## config.mk

```make
export PLATFORM = sky130hd
export DESIGN_NAME = gm_gain_seq
export DESIGN_NICKNAME = d
export VERILOG_FILES = /design/src/rtl/gm_pkg.sv /design/src/rtl/gm_div.sv /design/src/rtl/gm_seq.sv /design/src/rtl/gm_gain_seq.sv
export SDC_FILE = /design/constraint.sdc
export NUM_CORES = 1
export LEC_CHECK = 0
export BUFFER_PORTS_ARGS = -buffer_cell sky130_fd_sc_hd__buf_4
export CAP_MARGIN = 5
export CORE_MARGIN = 2
export CORE_UTILIZATION = 45
export DETAILED_ROUTE_END_ITERATION = 10
export PLACE_DENSITY = 0.7
export SLEW_MARGIN = 20
export SYNTH_ARGS = -nofsm -noshare
export SYNTH_HDL_FRONTEND = slang
export SYNTH_HIERARCHICAL = 1
export SYNTH_SLANG_ARGS = --single-unit
```

## constraint.sdc

```tcl
create_clock -name clk -period 7.4 [get_ports clk]
set_clock_uncertainty 0.15 [all_clocks]
set_input_delay 1.48 -clock clk [delete_from_list [all_inputs] [get_ports clk]]
set_output_delay 1.48 -clock clk [all_outputs]
set_load 0.05 [all_outputs]
```

## src/rtl/gm_pkg.sv

```systemverilog
package gm_pkg;

    localparam logic [4:0] SW_OPEN   = 5'b00000;
    localparam logic [4:0] SW_NORMAL = 5'b00111;
    localparam logic [4:0] SW_EMIT   = 5'b10010;
    localparam logic [4:0] SW_BASE   = 5'b11001;

    typedef enum logic [2:0] {
        ST_IDLE,
        ST_GAP,
        ST_SETTLE,
        ST_REQ,
        ST_WAIT,
        ST_DIV
    } gm_state_e;

    // Phase being prepared or measured; during ST_GAP it names the target.
    typedef enum logic [1:0] {
        PH_EMIT,
        PH_BASE,
        PH_NORM
    } gm_phase_e;

    function automatic logic [4:0] sw_for(input gm_phase_e ph);
        case (ph)
            PH_EMIT: sw_for = SW_EMIT;
            PH_BASE: sw_for = SW_BASE;
            default: sw_for = SW_NORMAL;
        endcase
    endfunction

endpackage

```

## src/rtl/gm_div.sv

```systemverilog
module gm_div #(
    parameter int NUM_W = 20,
    parameter int DEN_W = 12
) (
    input  logic             clk,
    input  logic             rst,
    input  logic             go,
    input  logic [NUM_W-1:0] num,
    input  logic [DEN_W-1:0] den,
    output logic             done,
    output logic [NUM_W-1:0] quot
);
    localparam int CNT_W = $clog2(NUM_W);

    logic             busy;
    logic [CNT_W-1:0] cnt;
    logic [NUM_W-1:0] dvd;
    logic [DEN_W-1:0] rem;
    logic [DEN_W:0]   trial;
    logic             fits;

    assign trial = {rem, dvd[NUM_W-1]};
    assign fits  = trial >= {1'b0, den};

    always_ff @(posedge clk) begin
        if (rst) begin
            busy <= 1'b0;
            cnt  <= '0;
            dvd  <= '0;
            rem  <= '0;
            quot <= '0;
            done <= 1'b0;
        end else begin
            done <= 1'b0;
            if (go) begin
                busy <= 1'b1;
                cnt  <= '0;
                dvd  <= num;
                rem  <= '0;
                quot <= '0;
            end else if (busy) begin
                rem  <= fits ? DEN_W'(trial - {1'b0, den}) : trial[DEN_W-1:0];
                quot <= {quot[NUM_W-2:0], fits};
                dvd  <= {dvd[NUM_W-2:0], 1'b0};
                cnt  <= cnt + 1'b1;
                if (cnt == CNT_W'(NUM_W - 1)) begin
                    busy <= 1'b0;
                    done <= 1'b1;
                end
            end
        end
    end

endmodule

```

## src/rtl/gm_seq.sv

```systemverilog
module gm_seq
    import gm_pkg::*;
#(
    parameter int ADC_W      = 12,
    parameter int GAP_CYC    = 2,
    parameter int SETTLE_CYC = 16
) (
    input  logic             clk,
    input  logic             rst,
    input  logic             start,
    input  logic             adc_done,
    input  logic [ADC_W-1:0] adc_data,
    input  logic             div_done,
    output logic [4:0]       sw_en,
    output logic             adc_req,
    output logic             div_go,
    output logic             idle,
    output logic [ADC_W-1:0] emit_code,
    output logic [ADC_W-1:0] base_code
);
    localparam int MAXC = (GAP_CYC > SETTLE_CYC) ? GAP_CYC : SETTLE_CYC;
    localparam int CW   = $clog2(MAXC + 1);

    gm_state_e       state;
    gm_phase_e       phase;
    logic [CW-1:0]   cnt;
    logic            gap_end;

    assign gap_end = (state == ST_GAP) && (cnt == CW'(GAP_CYC - 1));

    always_ff @(posedge clk) begin
        if (rst) begin
            state     <= ST_IDLE;
            phase     <= PH_NORM;
            cnt       <= '0;
            emit_code <= '0;
            base_code <= '0;
        end else begin
            case (state)
                ST_IDLE: if (start) begin
                    state <= ST_GAP;
                    phase <= PH_EMIT;
                    cnt   <= '0;
                end
                ST_GAP: begin
                    if (gap_end) begin
                        cnt   <= '0;
                        state <= (phase == PH_NORM) ? ST_DIV : ST_SETTLE;
                    end else begin
                        cnt <= cnt + 1'b1;
                    end
                end
                ST_SETTLE: begin
                    if (cnt == CW'(SETTLE_CYC - 1)) begin
                        cnt   <= '0;
                        state <= ST_REQ;
                    end else begin
                        cnt <= cnt + 1'b1;
                    end
                end
                ST_REQ: state <= ST_WAIT;
                ST_WAIT: if (adc_done) begin
                    state <= ST_GAP;
                    if (phase == PH_EMIT) begin
                        emit_code <= adc_data;
                        phase     <= PH_BASE;
                    end else begin
                        base_code <= adc_data;
                        phase     <= PH_NORM;
                    end
                end
                ST_DIV: if (div_done) state <= ST_IDLE;
                default: state <= ST_IDLE;
            endcase
        end
    end

    always_comb begin
        case (state)
            ST_IDLE, ST_DIV: sw_en = SW_NORMAL;
            ST_GAP:          sw_en = SW_OPEN;
            default:         sw_en = sw_for(phase);
        endcase
    end

    assign adc_req = (state == ST_REQ);
    assign div_go  = gap_end && (phase == PH_NORM);
    assign idle    = (state == ST_IDLE);

endmodule

```

## src/rtl/gm_gain_seq.sv

```systemverilog
module gm_gain_seq
    import gm_pkg::*;
#(
    parameter int ADC_W      = 12,
    parameter int FRAC_W     = 8,
    parameter int GAIN_W     = 16,
    parameter int GAP_CYC    = 2,
    parameter int SETTLE_CYC = 16
) (
    input  logic              clk,
    input  logic              rst,
    input  logic              start,
    input  logic              adc_done,
    input  logic [ADC_W-1:0]  adc_data,
    output logic [4:0]        sw_en,
    output logic              adc_req,
    output logic [GAIN_W-1:0] gain,
    output logic              gain_err,
    output logic              ready
);
    localparam int              QW    = ADC_W + FRAC_W;
    localparam logic [QW-1:0]   ONE_Q = QW'(1) << FRAC_W;
    localparam logic [QW-1:0]   MAX_Q = QW'({GAIN_W{1'b1}});

    logic              div_go, div_done, seq_idle;
    logic [ADC_W-1:0]  emit_code, base_code;
    logic [QW-1:0]     quot, excess;
    logic [GAIN_W-1:0] gain_sat;

    gm_seq #(
        .ADC_W(ADC_W), .GAP_CYC(GAP_CYC), .SETTLE_CYC(SETTLE_CYC)
    ) u_seq (
        .clk(clk), .rst(rst), .start(start),
        .adc_done(adc_done), .adc_data(adc_data),
        .div_done(div_done),
        .sw_en(sw_en), .adc_req(adc_req), .div_go(div_go), .idle(seq_idle),
        .emit_code(emit_code), .base_code(base_code)
    );

    gm_div #(
        .NUM_W(QW), .DEN_W(ADC_W)
    ) u_div (
        .clk(clk), .rst(rst), .go(div_go),
        .num({emit_code, {FRAC_W{1'b0}}}), .den(base_code),
        .done(div_done), .quot(quot)
    );

    // Subtract one (in Q format) and clamp to the output range.
    assign excess = quot - ONE_Q;
    always_comb begin
        if (quot < ONE_Q)         gain_sat = '0;
        else if (excess > MAX_Q)  gain_sat = '1;
        else                      gain_sat = excess[GAIN_W-1:0];
    end

    always_ff @(posedge clk) begin
        if (rst) begin
            gain     <= '0;
            gain_err <= 1'b0;
            ready    <= 1'b0;
        end else if (start && seq_idle) begin
            ready    <= 1'b0;
            gain_err <= 1'b0;
        end else if (div_done) begin
            ready    <= 1'b1;
            gain_err <= (base_code == '0);
            gain     <= (base_code == '0) ? '1 : gain_sat;
        end
    end

endmodule

```

==> summary.md, run 1 <==
| Metric | Value |
|---|---|
| Core ar. | `around 12,000 sq um` |
| Post-place instance area | `roughly 5900 sq um` |
| Number of buffers on the longest clock path | `2` |
| Number of detailed-routing iterations run before antenna repair | `5` |
| Async SR Flop Fraction | `0%` |
| Die outline area | `between 10,000 and 15,000 sq um` |
| Unrepaired setup endpoints after global routing | `false` |
| Layout Nets | `~700` |
| TritonCTS clock tree | `yes` |
| Post-route non-filler standard cell count | `806` |
| Commonest cells after routing, fill and taps aside | `131 x nor2_1, 110 x dfxtp_1, 63 x mux2i_1` |
| Post-route clock period utilization | `a little under half` |
| Yosys synthesis warning count | `6` |
| Number of enable-type register cells in the synthesized netlist | `0` |
| First-pass GRT wire length | `19,800 um` |
| Max Slew Vio Count | `0` |
| Die outline height | `approximately 110 um` |
| Pin count of the biggest net entering global routing | `58` |
| DR DRC count | `0` |
| Category of the critical setup timing path | `reg2out` |
| Detailed Route Iter0 Violations | `approximately 370` |
| Time the worst path needs with I/O delays and setup | `around 3500 ps` |
| Placement Rows | `40` |
| Initial Util | `a little under half` |
| Root buffer selected by CTS | `clkbuf_16` |
| Total vias in the final route | `about 4,500` |
| Slew at the pin with the worst max-slew slack | `1080 ps` |
| Final Hold Violating Endpoints | `0` |
| Leak pwr | `between 0.002 and 0.0025 uW` |
| Source of the worst register-to-register timing path | `u_seq/state[1]$_SDFFE_PP0P_` |
| Via count of the first global-routing pass | `4,225` |
| Most frequent standard cell in the layout excluding fill and tap cells | `nor2_1` |
| Origin of the worst min-delay path | `ready$_SDFFE_PP0P_` |
| IO buf count | `39` |
| Antenna violation net count after detailed routing | `0` |
| CTS H-tree depth | `3` |
| Final antenna diode count | `0` |
| R2R Setup Slk | `roughly 4200 ps` |
| Source-to-sink clock delay at the later pin of the worst-skew pair | `roughly 340 ps` |
| Number of cells on the worst hold path | `1` |
| Post-synthesis average cell area | `8.78 sq um` |
| Hold path endpoint | `ready$_SDFFE_PP0P_` |
| WP data arrival | `~1900 ps` |
| Placed Instances | `790` |
| Number of gates resized after cts | `0` |
| Fraction of final layout cells with drive strength greater than 1 | `a little under an eighth` |
| Overall overflow remaining after global route | `0` |
| Worst hold margin | `325 ps` |
| Sink count of the clock tree | `111` |
| Result of the run | `finished, final reports clean` |
| Area growth from synthesis to final layout | `12.1%` |
| Number of post-CTS setup repair buffers | `0` |
| Worst r2r dst | `gain[6]$_SDFFE_PP0P_` |
| Sum of negative setup slack | `0 ps` |
| Number of clock buffers inserted by TritonCTS | `9` |
| Crit start category | `register` |
| Post-route cell area | `between 6000 and 7000 sq um` |
| Routed len/inst | `about 14 um` |
| Width of the chip | `around 110 um` |
| Count of cell types in the netlist | `71` |
| All-Layer GR Usage | `approximately 18%` |
| Max rail drop VDD | `~0.00014 V` |
| Vias per Instance | `~5.5` |
| HPWL after detailed placement | `slightly below 8000 um` |
| Most used flip-flop cell after synthesis | `dfxtp_1` |
| Worst r2r path cells | `5` |
| Max Freq | `between 200 and 300 MHz` |
| Instance count of the mapped netlist | `between 600 and 700` |
| Required time of the critical path | `about 5800 ps` |
| Weighted congestion reported at the end of routability-driven placement | `approximately 0.87` |
| Worst rel slew slack | `27.8%` |
| HP Class | `reg2reg` |
| Routed Wire Length | `about 12,000 um` |
| Setup-failing EPs final | `0` |
| Sort of element at the end of the critical path | `output pin` |
| Number of storage elements in the synthesis netlist | `~110` |
| Hold buffer count at cts | `0` |
| Number of antenna violations at the first check in global routing | `0` |
| Max_cap viols | `0` |
| Power density over cell area | `about 220 nW/um^2` |
| Seq/Total Area, Yosys | `about two fifths` |
| Maximum net fanout on the critical path | `17` |
| Ports | `40` |
| Post-Synthesis Cell Area | `5540 sq um` |
| Clock transition at the registers of the reported paths | `approximately 70 ps` |
[worst max-delay path, cell delays in order, from the launching register on]
cell     delay (ps)
dfxtp_1         720
a21o_1          220
nor2b_1         250
and2_1          160
buf_4           190
[through the flow]
| stage | total power, uW | util, % | setup WS (ps) |
|---|---|---|---|
| 6_report | 1340 | 51.7 | 3880 |
| 5_1_grt | 1400 | 51.7 | 3750 |
| 4_1_cts | 1350 | 51.7 | 3490 |
| 3_5_place_dp | 862 | 49.2 | 3150 |
| 3_3_place_gp | 856 | 49.1 | 3290 |
| 2_1_floorplan | 814 | - | 3620 |
[synthesized netlist by cell type (4+ instances only)]
cell	instances	area (sq um)
or4_1	5	37.5
buf_1	4	15.0
or3_1	4	25.0
a21oi_1	36	180
nor3_1	4	20.0
clkbuf_1	22	82.6
nand2_1	22	82.6
nor2b_1	12	75.1
xor2_1	6	52.6
mux2i_1	63	631
buf_2	8	40.0
o21a_1	5	37.5
nor3b_1	6	45.0
dfxtp_1	111	2220
xnor2_1	12	105
nor2_1	131	492
nand4_1	5	31.3
ha_1	18	225
a31oi_1	7	43.8
o21ai_0	16	80.1
nand3_1	4	20.0
inv_1	36	135
a311oi_1	16	140
[flip-flops by register name, indices dropped and copies added (netlist names)]
| register | flops |
|---|---|
| gain | 16 |
| gain_err | 1 |
| ready | 1 |
| u_div/busy | 1 |
| u_div/cnt | 5 |
| u_div/done | 1 |
| u_div/dvd | 20 |
| u_div/quot | 20 |
| u_div/rem | 12 |
| u_seq/base_code | 12 |
| u_seq/cnt | 5 |
| u_seq/emit_code | 12 |
| u_seq/phase | 2 |
| u_seq/state | 3 |
[where the power goes]
part,switching [uW],leakage (uW),internal [uW]
registers,19.3,0.000896,609
logic,134,0.00135,91.5
clock network,216,0.000147,274
total,369,0.00239,974
[cell type report]
type | count | area (sq um)
clock inverters | 4 | 52.6
flip-flops and latches | 111 | 2220
clock buffers | 12 | 246
inverters | 36 | 135
multi-input cells | 454 | 3050
fillers | 1124 | 5800
repair buffers | 42 | 315
well taps | 147 | 184
[routing by layer]
layer | wire length (um) | track usage (%) | vias up
li1 | - | - | 2261
met1 | 5570 | 23.9 | 2093
met2 | 5440 | 30.4 | 88
met3 | 399 | 4.43 | 16
met4 | 158 | 5.22 | 0
met5 | 0 | 0 | -
[cells by family after synthesis]
kind of cell	Yosys count	synth area share (%)
compound gates	123	15.6
xor+xnor	18	2.85
fa+ha+maj	19	4.43
buf+inv	73	5.53
flops	111	40.1
mux	66	12.1
other cells	1	0.0677
simple gates	220	19.3
[worst max path at each step]
stage,end,startpoint,depth (start not counted)
final,sw_en[3],u_seq/state[2]$_SDFFE_PP0P_,4
after global routing,gain[9]$_SDFFE_PP0P_,start,5
after CTS,gain[6]$_SDFFE_PP0P_,start,5
after detailed placement,gain[7]$_SDFFE_PP0P_,start,5
after global placement,gain[7]$_SDFFE_PP0P_,start,5
after floorplan,sw_en[1],u_seq/state[1]$_SDFFE_PP0P_,5
(Power assumes the default switching activity.)
==> run 2: changes to the inputs <==
ABC_AREA = 1   (was unset)
PLACE_DENSITY = 0.73   (was 0.7)
clock period = 3.2 ns   (was 7.4 ns; I/O delays follow)
==> run 2 against run 1 <==
Net effect:
- register-to-register slack got worse by 3500 ps
- clock power increased by 120%
- flip-flop and latch count unchanged
- setup slack got worse by 3300 ps
- clock-buffer cell count decreased by 2
- global-route usage increased by 1.1 points
- routed wire length increased by 17%
- sequential share of layout area decreased by 2.5 points
- utilization decreased by 0.84 points
- sequential power increased to 2.6 times the previous value
- non-clock buffer count increased by 2
- area after synthesis increased by 8.5%
- critical path type unchanged
- largest cell class unchanged
- largest power group is now combinational cells
==> summary.md, run 2 <==
| Metric | Value |
|---|---|
| Sink count of the clock tree | `111` |
| TritonCTS clock tree | `yes` |
| Number of antenna violations at the first check in global routing | `0` |
| Maximum net fanout on the critical path | `6` |
| Placement Rows | `42` |
| Category of the critical setup timing path | `reg2out` |
| Routed Wire Length | `13,600 um` |
| Required time of the critical path | `2410 ps` |
| Source of the worst register-to-register timing path | `u_seq/state[0]$_SDFFE_PP0P_` |
| Core ar. | `about 13,000 sq um` |
| Number of clock buffers inserted by TritonCTS | `9` |
| Number of buffers on the longest clock path | `2` |
| Async SR Flop Fraction | `0%` |
| IO buf count | `39` |
| Final Hold Violating Endpoints | `0` |
| Power density over cell area | `663 nW/um^2` |
| Die outline height | `between 100 and 150 um` |
| Overall overflow remaining after global route | `0` |
| Time the worst path needs with I/O delays and setup | `roughly 2600 ps` |
| R2R Setup Slk | `700 ps` |
| Routed len/inst | `between 10 and 15 um` |
| Result of the run | `finished, final reports clean` |
| Most used flip-flop cell after synthesis | `dfxtp_1` |
| Worst hold margin | `slightly above 300 ps` |
| Most common library cells after synthesis | `155 x nand2_1, 138 x nor2_1, 111 x dfxtp_1, 106 x inv_1, 62 x o21ai_0` |
| Placed Instances | `about 1,100` |
| Leak pwr | `slightly below 0.003 uW` |
| WP data arrival | `1810 ps` |
| Die outline area | `between 10,000 and 15,000 sq um` |
| Vias per Instance | `5.10` |
| Most area-hungry cell type in the Yosys netlist | `dfxtp_1` |
| Yosys synthesis warning count | `6` |
| Post-route clock period utilization | `about four fifths` |
| Max_cap viols | `0` |
| Number of cells on the worst hold path | `1` |
| Area growth from synthesis to final layout | `11.1%` |
| Slew at the pin with the worst max-slew slack | `between 800 and 900 ps` |
| DR DRC count | `0` |
| HPWL after detailed placement | `between 9000 and 10,000 um` |
| HP Class | `reg2reg` |
| Most frequent standard cell in the layout excluding fill and tap cells | `nand2_1` |
| Count of cell types in the netlist | `between 40 and 50` |
| Post-Synthesis Cell Area | `approximately 6000 sq um` |
| Number of post-CTS setup repair buffers | `0` |
| CTS H-tree depth | `3` |
| Layout Nets | `between 900 and 1,000` |
| Worst rel slew slack | `a little over two fifths` |
| Total vias in the final route | `~5,500` |
| Clock transition at the registers of the reported paths | `around 80 ps` |
| Root buffer selected by CTS | `clkbuf_16` |
| Instance count of the mapped netlist | `around 870` |
| Number of storage elements in the synthesis netlist | `between 100 and 150` |
| Count leader, synth | `nand2_1` |
| Seq/Total Area, Yosys | `37.0%` |
| Hold buffer count at cts | `0` |
| Number of detailed-routing iterations run before antenna repair | `4` |
| Origin of the worst min-delay path | `u_div/cnt[4]$_SDFFE_PP0P_` |
| Detailed Route Iter0 Violations | `roughly 280` |
| Commonest cells after routing, fill and taps aside | `155 x nand2_1, 138 x nor2_1, 111 x dfxtp_1` |
| Hold path endpoint | `u_div/cnt[4]$_SDFFE_PP0P_` |
| Worst r2r dst | `u_div/cnt[3]$_SDFFE_PP0P_` |
| Final antenna diode count | `0` |
| Initial Util | `45.8%` |
| Ports | `40` |
| Overall power consumption | `about 4400 uW` |
| Number of enable-type register cells in the synthesized netlist | `0` |
| Number of gates resized after cts | `0` |
| Crit start category | `register` |
| Source-to-sink clock delay at the later pin of the worst-skew pair | `about 340 ps` |
| Unrepaired setup endpoints after global routing | `false` |
| Max Slew Vio Count | `0` |
| First-pass GRT wire length | `23,200 um` |
| Sum of negative setup slack | `0 ps` |
| Weighted congestion reported at the end of routability-driven placement | `between 0.9 and 1` |
| Fraction of final layout cells with drive strength greater than 1 | `approximately 14%` |
| Antenna violation net count after detailed routing | `0` |
| Layout Utilization | `roughly 51%` |
| Sort of element at the end of the critical path | `output pin` |
| Width of the chip | `roughly 120 um` |
| Via count of the first global-routing pass | `just over 5,000` |
| Max Freq | `around 390 MHz` |
| Top cells by area in the synthesized netlist | `dfxtp_1 37%, nand2_1 9.7%, nor2_1 8.6%, inv_1 6.6%, o21ai_0 5.2%` |
| Post-route non-filler standard cell count | `approximately 1,100` |
| Post-synthesis average cell area | `slightly below 7 sq um` |
| Setup-failing EPs final | `0` |
| Leading registers by flop count | `u_div/dvd x20, u_div/quot x20, gain x16` |
| Fraction of post-synthesis cell area in the top cell type by area | `between 30% and 40%` |
| Worst r2r path cells | `8` |
| Pin count of the biggest net entering global routing | `just over 50` |
| All-Layer GR Usage | `between 10% and 20%` |
| Max rail drop VDD | `0.000366 V` |
## run 2: layout make-up
| type | instances | area [sq um] |
|---|---|---|
| fill | 1324 | 6460 |
| multi-input combinational | 615 | 3200 |
| sequential | 111 | 2220 |
| inverter | 112 | 420 |
| timing repair buffer | 44 | 330 |
| clock buffer | 10 | 239 |
| tap | 176 | 220 |
| clock inverter | 6 | 51.3 |
## run 2: logic make-up after synthesis
| group | count (synthesis) | share of synthesized area (%) |
|---|---|---|
| AOI/OAI and AO/OA | 141 | 13.8 |
| xor gates and xnor gates | 10 | 1.46 |
| adders and majority gates | 19 | 4.08 |
| buffers and inverters | 147 | 10.3 |
| DFF | 111 | 37.0 |
| other | 1 | 0.0624 |
| and+or+nand+nor | 437 | 33.4 |
## run 2: worst max path at each step
stage / startpoint / end / slack [ps] / cells after the start
after CTS: u_seq/state[0]$_SDFFE_PP0P_ / sw_en[3] / 600 / 8
final: u_seq/state[0]$_SDFFE_PP0P_ / sw_en[3] / 600 / 8
after global routing: u_seq/state[0]$_SDFFE_PP0P_ / sw_en[3] / 440 / 8
after detailed placement: u_seq/state[0]$_SDFFE_PP0P_ / u_div/cnt[3]$_SDFFE_PP0P_ / 730 / 8
after floorplan: u_seq/state[0]$_SDFFE_PP0P_ / sw_en[3] / 440 / 7
after global placement: u_seq/state[0]$_SDFFE_PP0P_ / u_div/cnt[3]$_SDFFE_PP0P_ / 830 / 8
## run 2: power by group
group | switching, uW | internal, uW | total (uW)
clock network | 521 | 561 | 1080
logic | 1150 | 551 | 1710
registers | 116 | 1530 | 1640
## run 2: layer usage
metal / vias to the layer above / part of all wire [%] / track usage (%)
met5: - / 0 / 0
met4: 0 / 2.0 / 6.62
met3: 26 / 4.7 / 3.42
met2: 136 / 45 / 30.2
met1: 2476 / 48 / 27.2
li1: 2839 / - / -
## run 2: per-stage QoR
step | cell area [sq um] | setup WS (ps)
floorplan | 6040 | 437
global placement | 6390 | 829
detailed placement | 6390 | 726
CTS | 6680 | 603
global route | 6680 | 439
finish | 6680 | 603
## run 2: worst max-delay path, stage by stage (launching register included)
cell and delay (ps):
dfxtp_1 420, inv_1 90, nand2_2 120, nor2_1 110, o21bai_1 190, inv_1 100, nand2_1 80, nor3_1 140
buf_4 220
